[config.mk]
export PLATFORM = sky130hd
export DESIGN_NAME = clarke_park_tdm
export DESIGN_NICKNAME = d
export VERILOG_FILES = /design/src/rtl/clarke_park_pkg.sv /design/src/rtl/clarke_park_seq.sv /design/src/rtl/clarke_park_opmux.sv /design/src/rtl/clarke_park_mac.sv /design/src/rtl/clarke_park_tdm.sv
export SDC_FILE = /design/constraint.sdc
export NUM_CORES = 1
export LEC_CHECK = 0
export BUFFER_PORTS_ARGS = -buffer_cell sky130_fd_sc_hd__buf_4
export CORE_MARGIN = 2
export CORE_UTILIZATION = 56
export DETAILED_ROUTE_END_ITERATION = 10
export PLACE_DENSITY = 0.75
export SLEW_MARGIN = 20
export SYNTH_ARGS = -nofsm -noshare
export SYNTH_HDL_FRONTEND = slang
export SYNTH_SLANG_ARGS = --single-unit
export TNS_END_PERCENT = 50
[constraint.sdc]
create_clock -name clk -period 8.9 [get_ports clk]
set_input_delay 0.89 -clock clk [delete_from_list [all_inputs] [get_ports clk]]
set_output_delay 0.89 -clock clk [all_outputs]
set_load 0.02 [all_outputs]
[src/rtl/clarke_park_pkg.sv]
// Shared definitions for the shared-multiplier Clarke/Park transform.
// Assumes two data sets (voltage, current) of a fixed number of steps each.
package clarke_park_pkg;

    // Writeback action performed on the registered product
    typedef enum logic [1:0] {
        WB_BETA  = 2'd0,   // store scaled product as beta
        WB_ACC   = 2'd1,   // load accumulator with product
        WB_OUT_D = 2'd2,   // acc + product -> d output of current set
        WB_OUT_Q = 2'd3    // acc + product -> q output of current set
    } wb_op_e;

    localparam int STEPS_PER_SET = 5;
    localparam int NUM_SETS      = 2;
    localparam int NUM_STEPS     = STEPS_PER_SET * NUM_SETS;

endpackage

[src/rtl/clarke_park_seq.sv]
// Step sequencer: accepts start when idle, walks the operation schedule,
// allows one extra cycle for the writeback stage, then pulses done.
// Assumes a one-stage multiplier register followed by one writeback stage.
module clarke_park_seq #(
    parameter int NSTEP = 10,
    localparam int CW   = $clog2(NSTEP + 1)
) (
    input  logic          clk,
    input  logic          rst_n,
    input  logic          start,
    output logic          accept,
    output logic          busy,
    output logic          issue_valid,
    output logic [CW-1:0] step,
    output logic          done
);

    localparam logic [CW-1:0] LAST = CW'(NSTEP);

    // Accept a new run only when idle
    assign accept      = start && !busy;
    // An operation enters the multiplier while the step is in range
    assign issue_valid = busy && (step < LAST);

    // Run control: advance the step, close the run after the drain cycle
    always_ff @(posedge clk) begin
        if (!rst_n) begin
            busy <= 1'b0;
            step <= '0;
            done <= 1'b0;
        end else begin
            done <= 1'b0;
            if (accept) begin
                busy <= 1'b1;
                step <= '0;
            end else if (busy) begin
                if (step == LAST) begin
                    busy <= 1'b0;
                    done <= 1'b1;
                end else begin
                    step <= step + 1'b1;
                end
            end
        end
    end

    AST_DONE_PULSE: assert property (@(posedge clk) disable iff (!rst_n)
        done |=> !done);
    AST_RUN_ADVANCE: assert property (@(posedge clk) disable iff (!rst_n)
        (busy && step != LAST) |=> (busy && step == $past(step) + 1'b1));
    AST_RESET_QUIET: assert property (@(posedge clk)
        !rst_n |=> !done);

endmodule

[src/rtl/clarke_park_opmux.sv]
// Operand selector: from the step number picks the data set, the operand
// pair for the shared multiplier and the writeback action.
// Assumes steps 0..4 serve the voltage set and 5..9 the current set.
module clarke_park_opmux
    import clarke_park_pkg::*;
#(
    parameter int SW      = 12,
    parameter int TW      = 16,
    parameter int COEF_K  = 18919,
    parameter int CW      = 4,
    localparam int OPA_W  = SW + 3
) (
    input  logic                    issue_valid,
    input  logic [CW-1:0]           step,
    input  logic signed [SW-1:0]    v_a,
    input  logic signed [SW-1:0]    v_b,
    input  logic signed [SW-1:0]    i_a,
    input  logic signed [SW-1:0]    i_b,
    input  logic signed [TW-1:0]    sin_v,
    input  logic signed [TW-1:0]    cos_v,
    input  logic signed [OPA_W-1:0] beta,
    output logic signed [OPA_W-1:0] opa,
    output logic signed [TW-1:0]    opb,
    output wb_op_e                  wb_op,
    output logic                    set_sel
);

    localparam logic [CW-1:0] SPS = CW'(STEPS_PER_SET);

    logic [CW-1:0]           lstep;
    logic signed [OPA_W-1:0] alpha_x;
    logic signed [OPA_W-1:0] phc_x;
    logic signed [OPA_W-1:0] diff_x;

    // Pick the data set and the step within it
    always_comb begin
        set_sel = (step >= SPS);
        lstep   = set_sel ? (step - SPS) : step;
    end

    // Rebuild the third phase and form the Clarke difference term
    always_comb begin
        alpha_x = set_sel ? OPA_W'(i_a) : OPA_W'(v_a);
        diff_x  = set_sel ? OPA_W'(i_b) : OPA_W'(v_b);
        phc_x   = -(alpha_x + diff_x);
        diff_x  = diff_x - phc_x;
    end

    // Operand pair and writeback action for each step of the schedule
    always_comb begin
        opa   = '0;
        opb   = '0;
        wb_op = WB_ACC;
        if (issue_valid) begin
            unique case (lstep)
                CW'(0): begin opa = diff_x;   opb = TW'(COEF_K); wb_op = WB_BETA;  end
                CW'(1): begin opa = alpha_x;  opb = cos_v;       wb_op = WB_ACC;   end
                CW'(2): begin opa = beta;     opb = sin_v;       wb_op = WB_OUT_D; end
                CW'(3): begin opa = -alpha_x; opb = sin_v;       wb_op = WB_ACC;   end
                default: begin opa = beta;    opb = cos_v;       wb_op = WB_OUT_Q; end
            endcase
        end
    end

endmodule

[src/rtl/clarke_park_mac.sv]
// Shared datapath: one registered multiplier, then a writeback stage that
// stores beta, loads the accumulator, or adds and routes a saturated,
// scaled sum to the d or q register of the selected set.
// Assumes the schedule never reads beta or acc in the cycle it is written.
module clarke_park_mac
    import clarke_park_pkg::*;
#(
    parameter int SW      = 12,
    parameter int TW      = 16,
    parameter int OW      = 18,
    localparam int OPA_W  = SW + 3,
    localparam int PROD_W = OPA_W + TW,
    localparam int ACC_W  = PROD_W + 1,
    localparam int FRAC   = TW - 1
) (
    input  logic                    clk,
    input  logic                    rst_n,
    input  logic                    issue_valid,
    input  logic signed [OPA_W-1:0] opa,
    input  logic signed [TW-1:0]    opb,
    input  wb_op_e                  wb_op,
    input  logic                    set_sel,
    output logic signed [OPA_W-1:0] beta,
    output logic signed [OW-1:0]    d_out [NUM_SETS],
    output logic signed [OW-1:0]    q_out [NUM_SETS]
);

    localparam logic signed [ACC_W-1:0] OMAX = ACC_W'((64'sd1 <<< (OW - 1)) - 1);
    localparam logic signed [ACC_W-1:0] OMIN = -ACC_W'(64'sd1 <<< (OW - 1));

    logic signed [PROD_W-1:0] prod_q;
    logic                     vld_q;
    wb_op_e                   op_q;
    logic                     set_q;
    logic signed [PROD_W-1:0] acc_q;
    logic signed [ACC_W-1:0]  sum_s;
    logic signed [ACC_W-1:0]  sum_scaled;
    logic signed [PROD_W-1:0] prod_scaled;
    logic signed [OW-1:0]     sum_sat;

    // Multiplier stage: register product and the control that goes with it
    always_ff @(posedge clk) begin
        if (!rst_n) begin
            prod_q <= '0;
            vld_q  <= 1'b0;
            op_q   <= WB_ACC;
            set_q  <= 1'b0;
        end else begin
            prod_q <= PROD_W'(opa) * PROD_W'(opb);
            vld_q  <= issue_valid;
            op_q   <= wb_op;
            set_q  <= set_sel;
        end
    end

    // Add to the accumulator, scale once and clamp to the output range
    always_comb begin
        sum_s       = ACC_W'(acc_q) + ACC_W'(prod_q);
        sum_scaled  = sum_s >>> FRAC;
        prod_scaled = prod_q >>> FRAC;
        if (sum_scaled > OMAX)      sum_sat = OMAX[OW-1:0];
        else if (sum_scaled < OMIN) sum_sat = OMIN[OW-1:0];
        else                        sum_sat = sum_scaled[OW-1:0];
    end

    // Writeback stage: beta and accumulator registers
    always_ff @(posedge clk) begin
        if (!rst_n) begin
            beta  <= '0;
            acc_q <= '0;
        end else if (vld_q) begin
            if (op_q == WB_BETA) beta  <= prod_scaled[OPA_W-1:0];
            if (op_q == WB_ACC)  acc_q <= prod_q;
        end
    end

    // Output demultiplexer: one d and one q register per data set
    for (genvar g = 0; g < NUM_SETS; g++) begin : g_set
        always_ff @(posedge clk) begin
            if (!rst_n) begin
                d_out[g] <= '0;
                q_out[g] <= '0;
            end else if (vld_q && set_q == 1'(g)) begin
                if (op_q == WB_OUT_D) d_out[g] <= sum_sat;
                if (op_q == WB_OUT_Q) q_out[g] <= sum_sat;
            end
        end
    end

    AST_ONE_TARGET: assert property (@(posedge clk) disable iff (!rst_n)
        !vld_q |=> ($stable(beta) && $stable(acc_q)));

endmodule

[src/rtl/clarke_park_tdm.sv]
// Top: captures the six inputs on an accepted start, then runs the
// ten-step shared-multiplier schedule for the voltage set and then the
// current set. Assumes a three-wire system (phase c = -(a+b)).
module clarke_park_tdm
    import clarke_park_pkg::*;
#(
    parameter int SW     = 12,
    parameter int TW     = 16,
    parameter int OW     = 18,
    parameter int COEF_K = 18919,
    localparam int CW    = $clog2(NUM_STEPS + 1),
    localparam int OPA_W = SW + 3
) (
    input  logic                 clk,
    input  logic                 rst_n,
    input  logic                 start,
    input  logic signed [SW-1:0] va_in,
    input  logic signed [SW-1:0] vb_in,
    input  logic signed [SW-1:0] ia_in,
    input  logic signed [SW-1:0] ib_in,
    input  logic signed [TW-1:0] sin_in,
    input  logic signed [TW-1:0] cos_in,
    output logic signed [OW-1:0] vd_out,
    output logic signed [OW-1:0] vq_out,
    output logic signed [OW-1:0] id_out,
    output logic signed [OW-1:0] iq_out,
    output logic                 done
);

    logic                    accept, busy, issue_valid, set_sel;
    logic [CW-1:0]           step;
    logic signed [SW-1:0]    va_r, vb_r, ia_r, ib_r;
    logic signed [TW-1:0]    sin_r, cos_r;
    logic signed [OPA_W-1:0] opa, beta;
    logic signed [TW-1:0]    opb;
    wb_op_e                  wb_op;
    logic signed [OW-1:0]    d_arr [NUM_SETS];
    logic signed [OW-1:0]    q_arr [NUM_SETS];

    // Input capture on the accepting edge
    always_ff @(posedge clk) begin
        if (!rst_n) begin
            va_r <= '0; vb_r <= '0; ia_r <= '0; ib_r <= '0;
            sin_r <= '0; cos_r <= '0;
        end else if (accept) begin
            va_r <= va_in; vb_r <= vb_in; ia_r <= ia_in; ib_r <= ib_in;
            sin_r <= sin_in; cos_r <= cos_in;
        end
    end

    clarke_park_seq #(.NSTEP(NUM_STEPS)) i_seq (
        .clk(clk), .rst_n(rst_n), .start(start), .accept(accept),
        .busy(busy), .issue_valid(issue_valid), .step(step), .done(done)
    );

    clarke_park_opmux #(.SW(SW), .TW(TW), .COEF_K(COEF_K), .CW(CW)) i_opmux (
        .issue_valid(issue_valid), .step(step),
        .v_a(va_r), .v_b(vb_r), .i_a(ia_r), .i_b(ib_r),
        .sin_v(sin_r), .cos_v(cos_r), .beta(beta),
        .opa(opa), .opb(opb), .wb_op(wb_op), .set_sel(set_sel)
    );

    clarke_park_mac #(.SW(SW), .TW(TW), .OW(OW)) i_mac (
        .clk(clk), .rst_n(rst_n), .issue_valid(issue_valid),
        .opa(opa), .opb(opb), .wb_op(wb_op), .set_sel(set_sel),
        .beta(beta), .d_out(d_arr), .q_out(q_arr)
    );

    assign vd_out = d_arr[0];
    assign vq_out = q_arr[0];
    assign id_out = d_arr[1];
    assign iq_out = q_arr[1];

    AST_CAPTURE_HOLD: assert property (@(posedge clk) disable iff (!rst_n)
        busy |=> ($stable(va_r) && $stable(ib_r) && $stable(sin_r) && $stable(cos_r)));
    AST_IDLE_HOLD: assert property (@(posedge clk) disable iff (!rst_n)
        !busy |=> ($stable(vd_out) && $stable(vq_out) && $stable(id_out) && $stable(iq_out)));
    AST_RESET_CLEAR: assert property (@(posedge clk)
        !rst_n |=> (vd_out == 0 && iq_out == 0));

endmodule

# Word level (Yosys, flattened, before mapping)
# Index checks and enable logic that the tools add are counted.
dict set report totals {
  reg_bits 239
  rom_bits 0
  out_inout_bits 73
  latchBits 0
  elab_cells 75
  in_bits 83
  n_memories 0
  ramBits 0
}
dict set report op_classes {
  n_mul 1
  n_lt_le_gt_ge 4
  reduce_logical 19
  n_addsub 7
  n_mux 14
  eq_ne 7
  shifts 0
  div_mod_pow 0
  n_bitwise 4
}
# op n
set op_table {}
lappend op_table {{15-bit 2-to-1 mux} 3}
lappend op_table {{15-bit one-hot mux with 3 select lines} 1}
lappend op_table {{18-bit 2-to-1 mux} 2}
lappend op_table {{31-bit by 31-bit adder with 32-bit output} 1}
lappend op_table {{16-bit one-hot mux with 2 select lines} 1}
lappend op_table {{15-bit by 16-bit multiplier with 31-bit output} 1}
lappend op_table {{15-bit negation} 2}
lappend op_table {{17-bit by 18-bit greater-than comparator with 1-bit output, second input constant} 1}
lappend op_table {{17-bit by 18-bit less-than comparator with 1-bit output, second input constant} 1}
lappend op_table {{16-bit 2-to-1 mux} 1}
lappend op_table {{2-bit AND reduction} 8}
lappend op_table {{15-bit adder} 1}
lappend op_table {{15-bit subtractor} 1}
lappend op_table {{4-bit by 2-bit equality test with 1-bit output, second input constant} 2}
lappend op_table {{2-bit one-hot mux with 3 select lines} 1}
lappend op_table {{2-bit OR reduction} 3}
lappend op_table {{4-bit by 1-bit adder with 4-bit output, second input constant} 1}
lappend op_table {{2-bit equality test, second input constant} 2}
lappend op_table {{4-bit by 1-bit equality test with 1-bit output, second input constant} 1}
lappend op_table {{4-bit equality test, second input constant} 1}
lappend op_table {{4-bit by 3-bit >= comparator with 1-bit output, second input constant} 1}
lappend op_table {{1-bit logical AND} 4}
lappend op_table {{4-bit zero test} 1}
lappend op_table {{4-bit less-than comparator, second input constant} 1}
lappend op_table {{other kinds (8)} 14}

# Logic depth before layout (Yosys ltp)
dict set report depth {
  depth_word 8
  mapped_depth 41
  mapped_depth_nobuf 37
}

# By module
# Synthesis repeated with hierarchy kept, for this count alone.
dict set report unflattened {
  hier_cells 2391
  hier_area_um2 20921.3
}
# mod seq_area_each_um2 n_inst cells_each area_per_inst_um2
set modules_own_cells {}
lappend modules_own_cells {clarke_park_mac 3062.9 1 1774 15349.7}
lappend modules_own_cells {clarke_park_tdm 1601.5 1 257 3064.2}
lappend modules_own_cells {clarke_park_opmux 0.0 1 328 2207.1}
lappend modules_own_cells {clarke_park_seq 120.1 1 32 300.3}

# Least setup slack after synthesis
# No wires, ideal clock.
dict set report synth_path {
  path_kind {flip-flop to flip-flop}
  start {register i_seq.step[1]}
  end {register i_mac.prod_q[25]}
  required_ps 8773
  period_less_slack_ps 9470
  t_arrival_ps 9343
  path_buffers 4
  slack_ps -570
  setup_time_ps 127
  path_stages_with_launch 35
  cell_sequence {dfxtp_1 > clkbuf_1 > inv_1 > ha_1 > nand2b_2 > a21oi_2 > buf_6 > buf_4 > mux2i_1 > inv_1 > ha_1 > inv_1 > o41a_1 > o31a_1 > o311a_1 > mux2i_1 > a2111oi_4 > buf_6 > nor3_2 > fa_1 > fa_1 > fa_1 > fa_1 > fa_1 > inv_1 > fa_1 > inv_1 > ha_1 > a21o_1 > a21o_1 > a221oi_1 > o31ai_1 > a221oi_1 > nor4b_1 > or3_1}
}
dict set report synth_via {
  elab_chain_len 8
  word_cells_on_any_way 21
  cone_classes {add/sub (5); mul (1); order compare (2); eq/ne (3); mux (7); reduce/logical (3)}
}
# element line_no
set synth_rtl {}
lappend synth_rtl {{start, declared} clarke_park_seq.sv:14} ;# output logic [CW-1:0] step,
lappend synth_rtl {{start signal, assigned} clarke_park_seq.sv:41} ;# step <= step + 1'b1;
lappend synth_rtl {{4-bit by 3-bit >= comparator with 1-bit output} clarke_park_opmux.sv:37} ;# set_sel = (step >= SPS);
lappend synth_rtl {{15-bit 2-to-1 mux, on equally long branches} {clarke_park_opmux.sv:43, clarke_park_opmux.sv:44}}
lappend synth_rtl {{15-bit adder} clarke_park_opmux.sv:45} ;# phc_x = -(alpha_x + diff_x);
lappend synth_rtl {{15-bit negation} clarke_park_opmux.sv:45}
lappend synth_rtl {{15-bit subtractor} clarke_park_opmux.sv:46} ;# diff_x = diff_x - phc_x;
lappend synth_rtl {{15-bit one-hot mux with 3 select lines} clarke_park_opmux.sv:55} ;# unique case (lstep)
lappend synth_rtl {{15-bit 2-to-1 mux} clarke_park_opmux.sv:54} ;# if (issue_valid) begin
lappend synth_rtl {{15-bit by 16-bit multiplier with 31-bit output (*)} clarke_park_mac.sv:49} ;# prod_q <= PROD_W'(opa) * PROD_W'(opb);
lappend synth_rtl {{end signal, assigned} clarke_park_mac.sv:49}
lappend synth_rtl {{end, declared} clarke_park_mac.sv:31} ;# logic signed [PROD_W-1:0] prod_q;
# Every way passes the cells marked *; elsewhere a longest branch is shown, timed or not.
# A chain may end at the register's enable or synchronous reset.

# Worst setup path after layout
dict set report layout_path {
  start {register i_seq.step[0]}
  end {register i_mac.prod_q[28]}
}
# The elaborated chain is that of the path after synthesis.

==> run metrics <==
Hold Crit Start=i_mac.prod_q[0]; Remaining Overflow, GRT=0; number of flops mapped to enable cells by yosys=0; TritonCTS clock tree=built; Seq cells post-synth=239; most frequent cell after synthesis=nand2_1; RSZ-0062 raised after global routing=true; Placer Congestion=0.981; flop2flop setup slack=0.05 ns; core box area=35300 um2; worst skew pair latency=0.54 ns; Hold Path Sink=i_mac.acc_q[0]; Worst EP arrival=9.25 ns; Crit Path Class=flop to flop; total power=3.43 mW; worst min path class=flop to flop; Setup TNS=0 ns; Crit path largest cell delay=0.55 ns; final period utilization=0.995; FILL cells=2833; clk_skew=0.00897 ns; max_slew headroom=0.410; final setup fails=0; fin nets=3055; Die ar.=37100 um2; IO Port Bufs=155; fin crit period=8.85 ns; cell count after synthesis=2397; CTS Buf Count=26; worst slew pin tran=0.879 ns; top post-synthesis cells by area=dfxtp_1 (24%), fa_1 (24%), nand2_1 (9.5%), ha_1 (8.1%), inv_1 (5.7%); CTS root buffer=clkbuf_16; YS warnings=0; fmax=0.113 GHz; area growth from synthesis to layout=18.5%; I/O pin cnt=156; vias per std cell=5.64; pin count of the biggest net entering global routing=112; PD cells=145 nW/um2; DRT Wirelength=55500 um; vias after detailed routing=17400; reg2reg end=i_mac.prod_q[28]; Starting DRT DRC Count=1369; final core occ=0.669; initial antenna violation count=0; CP required=9.29 ns; final instance area=23600 um2; Syn Std Cell Area=19900 um2; vias in the first global route=17000; Synth Flop Type=dfxtp_1; ys async rst share=0; Avg Cell Area, Syn=8.31 um2; CP bufs+invs=5; DR WL/cell=18.0 um; Starting Density=0.564; fraction of layout instances using a drive strength above 1=0.165; Max-Cap Viols=0; Worst R2R Path Depth=35; Seq/Total Area, Yosys=0.240; Post-DP Area=22200 um2; CP endpoint kind=flop; Crit Path Max Fanout=7; hold-critical path depth=2; fin. max-slew vios=0; first-pass GRT wire length=87800 um; ANT cells=0; area occupied by registers=4790 um2; synth unique cells=79; Peak supply drop=0.146 mV; Die H=193 um; DRC violations left=0; clk buf depth=3; hold_buf cts=0; drt first pass iters=6; CP most frequent cell=fa_1; Cell Rows=69; share of the synthesized area in the top cell type=0.240; Commonest cells post-synth=nand2_1 (504), inv_1 (301), dfxtp_1 (239); Hold Worst Slack=0.454 ns; CP max stage cell=fa_2; delay-heaviest family, CP=adder cells; multi-input logic area=13900 um2; antenna viol nets, final=0; Die X-Extent=193 um; H-tree depth=1; status=complete, no violations; Post-Syn Nets=2846; leading area contributor after synthesis=dfxtp_1; clk sink count=239; P_leak=11.1 nW; Final Hold Viols=0; startpoint types=flop; hpwl dp=43200 um; CTS clock-pin slew for the worst setup and hold paths=0.06 ns; GRT Resource Usage Total=0.298; Worst R2R Start=i_seq.step[0]
[per-stage QoR]
| step | setup WS [ns] | instances |
|---|---|---|
| finish | 0.0468 | 3085 |
| global route | -0.305 | 3085 |
| CTS | 0.00160 | 3062 |
| detailed placement | -0.124 | 3010 |
| global placement | 0.0894 | 3009 |
| floorplan | -0.0134 | 2397 |
[worst register-to-register path, delay by kind of cell (launching register included)]
| family | cells | cell delay [ns] |
|---|---|---|
| adder cells (fa/ha/maj) | 9 | 3.67 |
| buffers and inverters | 5 | 0.40 |
| flip-flops | 1 | 0.38 |
| AO/OA/AOI/OAI | 13 | 3.16 |
| XOR/XNOR | 1 | 0.18 |
| multiplexers | 1 | 0.18 |
| AND/OR/NAND/NOR | 6 | 0.73 |
[cell type report]
class,instances,area share
repair buffers,295,0.0985
multi-input cells,1743,0.591
flip-flops and latches,239,0.203
clock buffers,35,0.0298
inverters,301,0.0484
well taps,461,0.0244
clock inverters,11,0.00519
[layer usage]
metal  GRT usage  vias up  routed length [um]  part of all wire
met3      0.0593      124                4870             0.088
met4      0.0784        0                1500             0.027
met1       0.403     8370               23100              0.42
li1            -     8146                   -                 -
met5           0        -                   0                 0
met2       0.489      754               26000              0.47
[worst max path at each step]
stage	start	endpoint	slack (ns)	cells after the start
2_1_floorplan	i_seq.step[1]	i_mac.prod_q[25]	-0.01	36
3_3_place_gp	i_seq.step[1]	i_mac.prod_q[28]	0.09	34
3_5_place_dp	i_seq.step[1]	i_mac.prod_q[28]	-0.12	33
4_1_cts	i_seq.step[0]	i_mac.prod_q[25]	0.002	35
5_1_grt	i_seq.step[0]	i_mac.prod_q[28]	-0.30	36
6_report	i_seq.step[0]	i_mac.prod_q[28]	0.05	35
[what timing repair did]
action,4_1_cts,5_1_grt
gates resized for setup,20,65
setup buffers,6,22
setup endpoints to repair,7,15
gates cloned,0,1
pin swaps,15,72
[flip-flops by register name, summed over array words and instances (netlist names), 15 cells and up]
register and flops:
sin_r 16, i_mac.beta 15, i_mac.q_out 36, i_mac.acc_q 31, i_mac.d_out 36, cos_r 16
i_mac.prod_q 31
[cell families after synthesis]
kind of cell / count (synthesis) / share of synthesized area
AO/OA/AOI/OAI: 436 / 0.134
XOR/XNOR: 66 / 0.0294
flip-flops: 239 / 0.240
multiplexers: 20 / 0.0110
adder cells (fa/ha/maj): 367 / 0.320
buffers and inverters: 415 / 0.0795
AND/OR/NAND/NOR: 854 / 0.187
[layout by cell type (no fill, tap or decap), drive strengths merged, types with 18 or more instances in the layout]
| cell | count |
|---|---|
| inv | 302 |
| and2 | 50 |
| a211oi | 18 |
| nand3 | 47 |
| nor2 | 128 |
| a21oi | 208 |
| xnor2 | 45 |
| mux2i | 18 |
| o21ai | 77 |
| nor3 | 40 |
| clkbuf | 36 |
| nand2 | 504 |
| nor2b | 18 |
| buf | 294 |
| xor2 | 21 |
| dfxtp | 239 |
| fa | 237 |
| ha | 129 |
| nand2b | 20 |
| a21o | 19 |
[report_power, final]
part	total (mW)	switching (mW)	leakage, nW	internal, mW
combinational	1.20	0.684	8.72	0.512
clock	1.04	0.432	0.406	0.613
sequential	1.18	0.0528	1.94	1.13
Note: power is estimated with default switching activity, not from simulation.
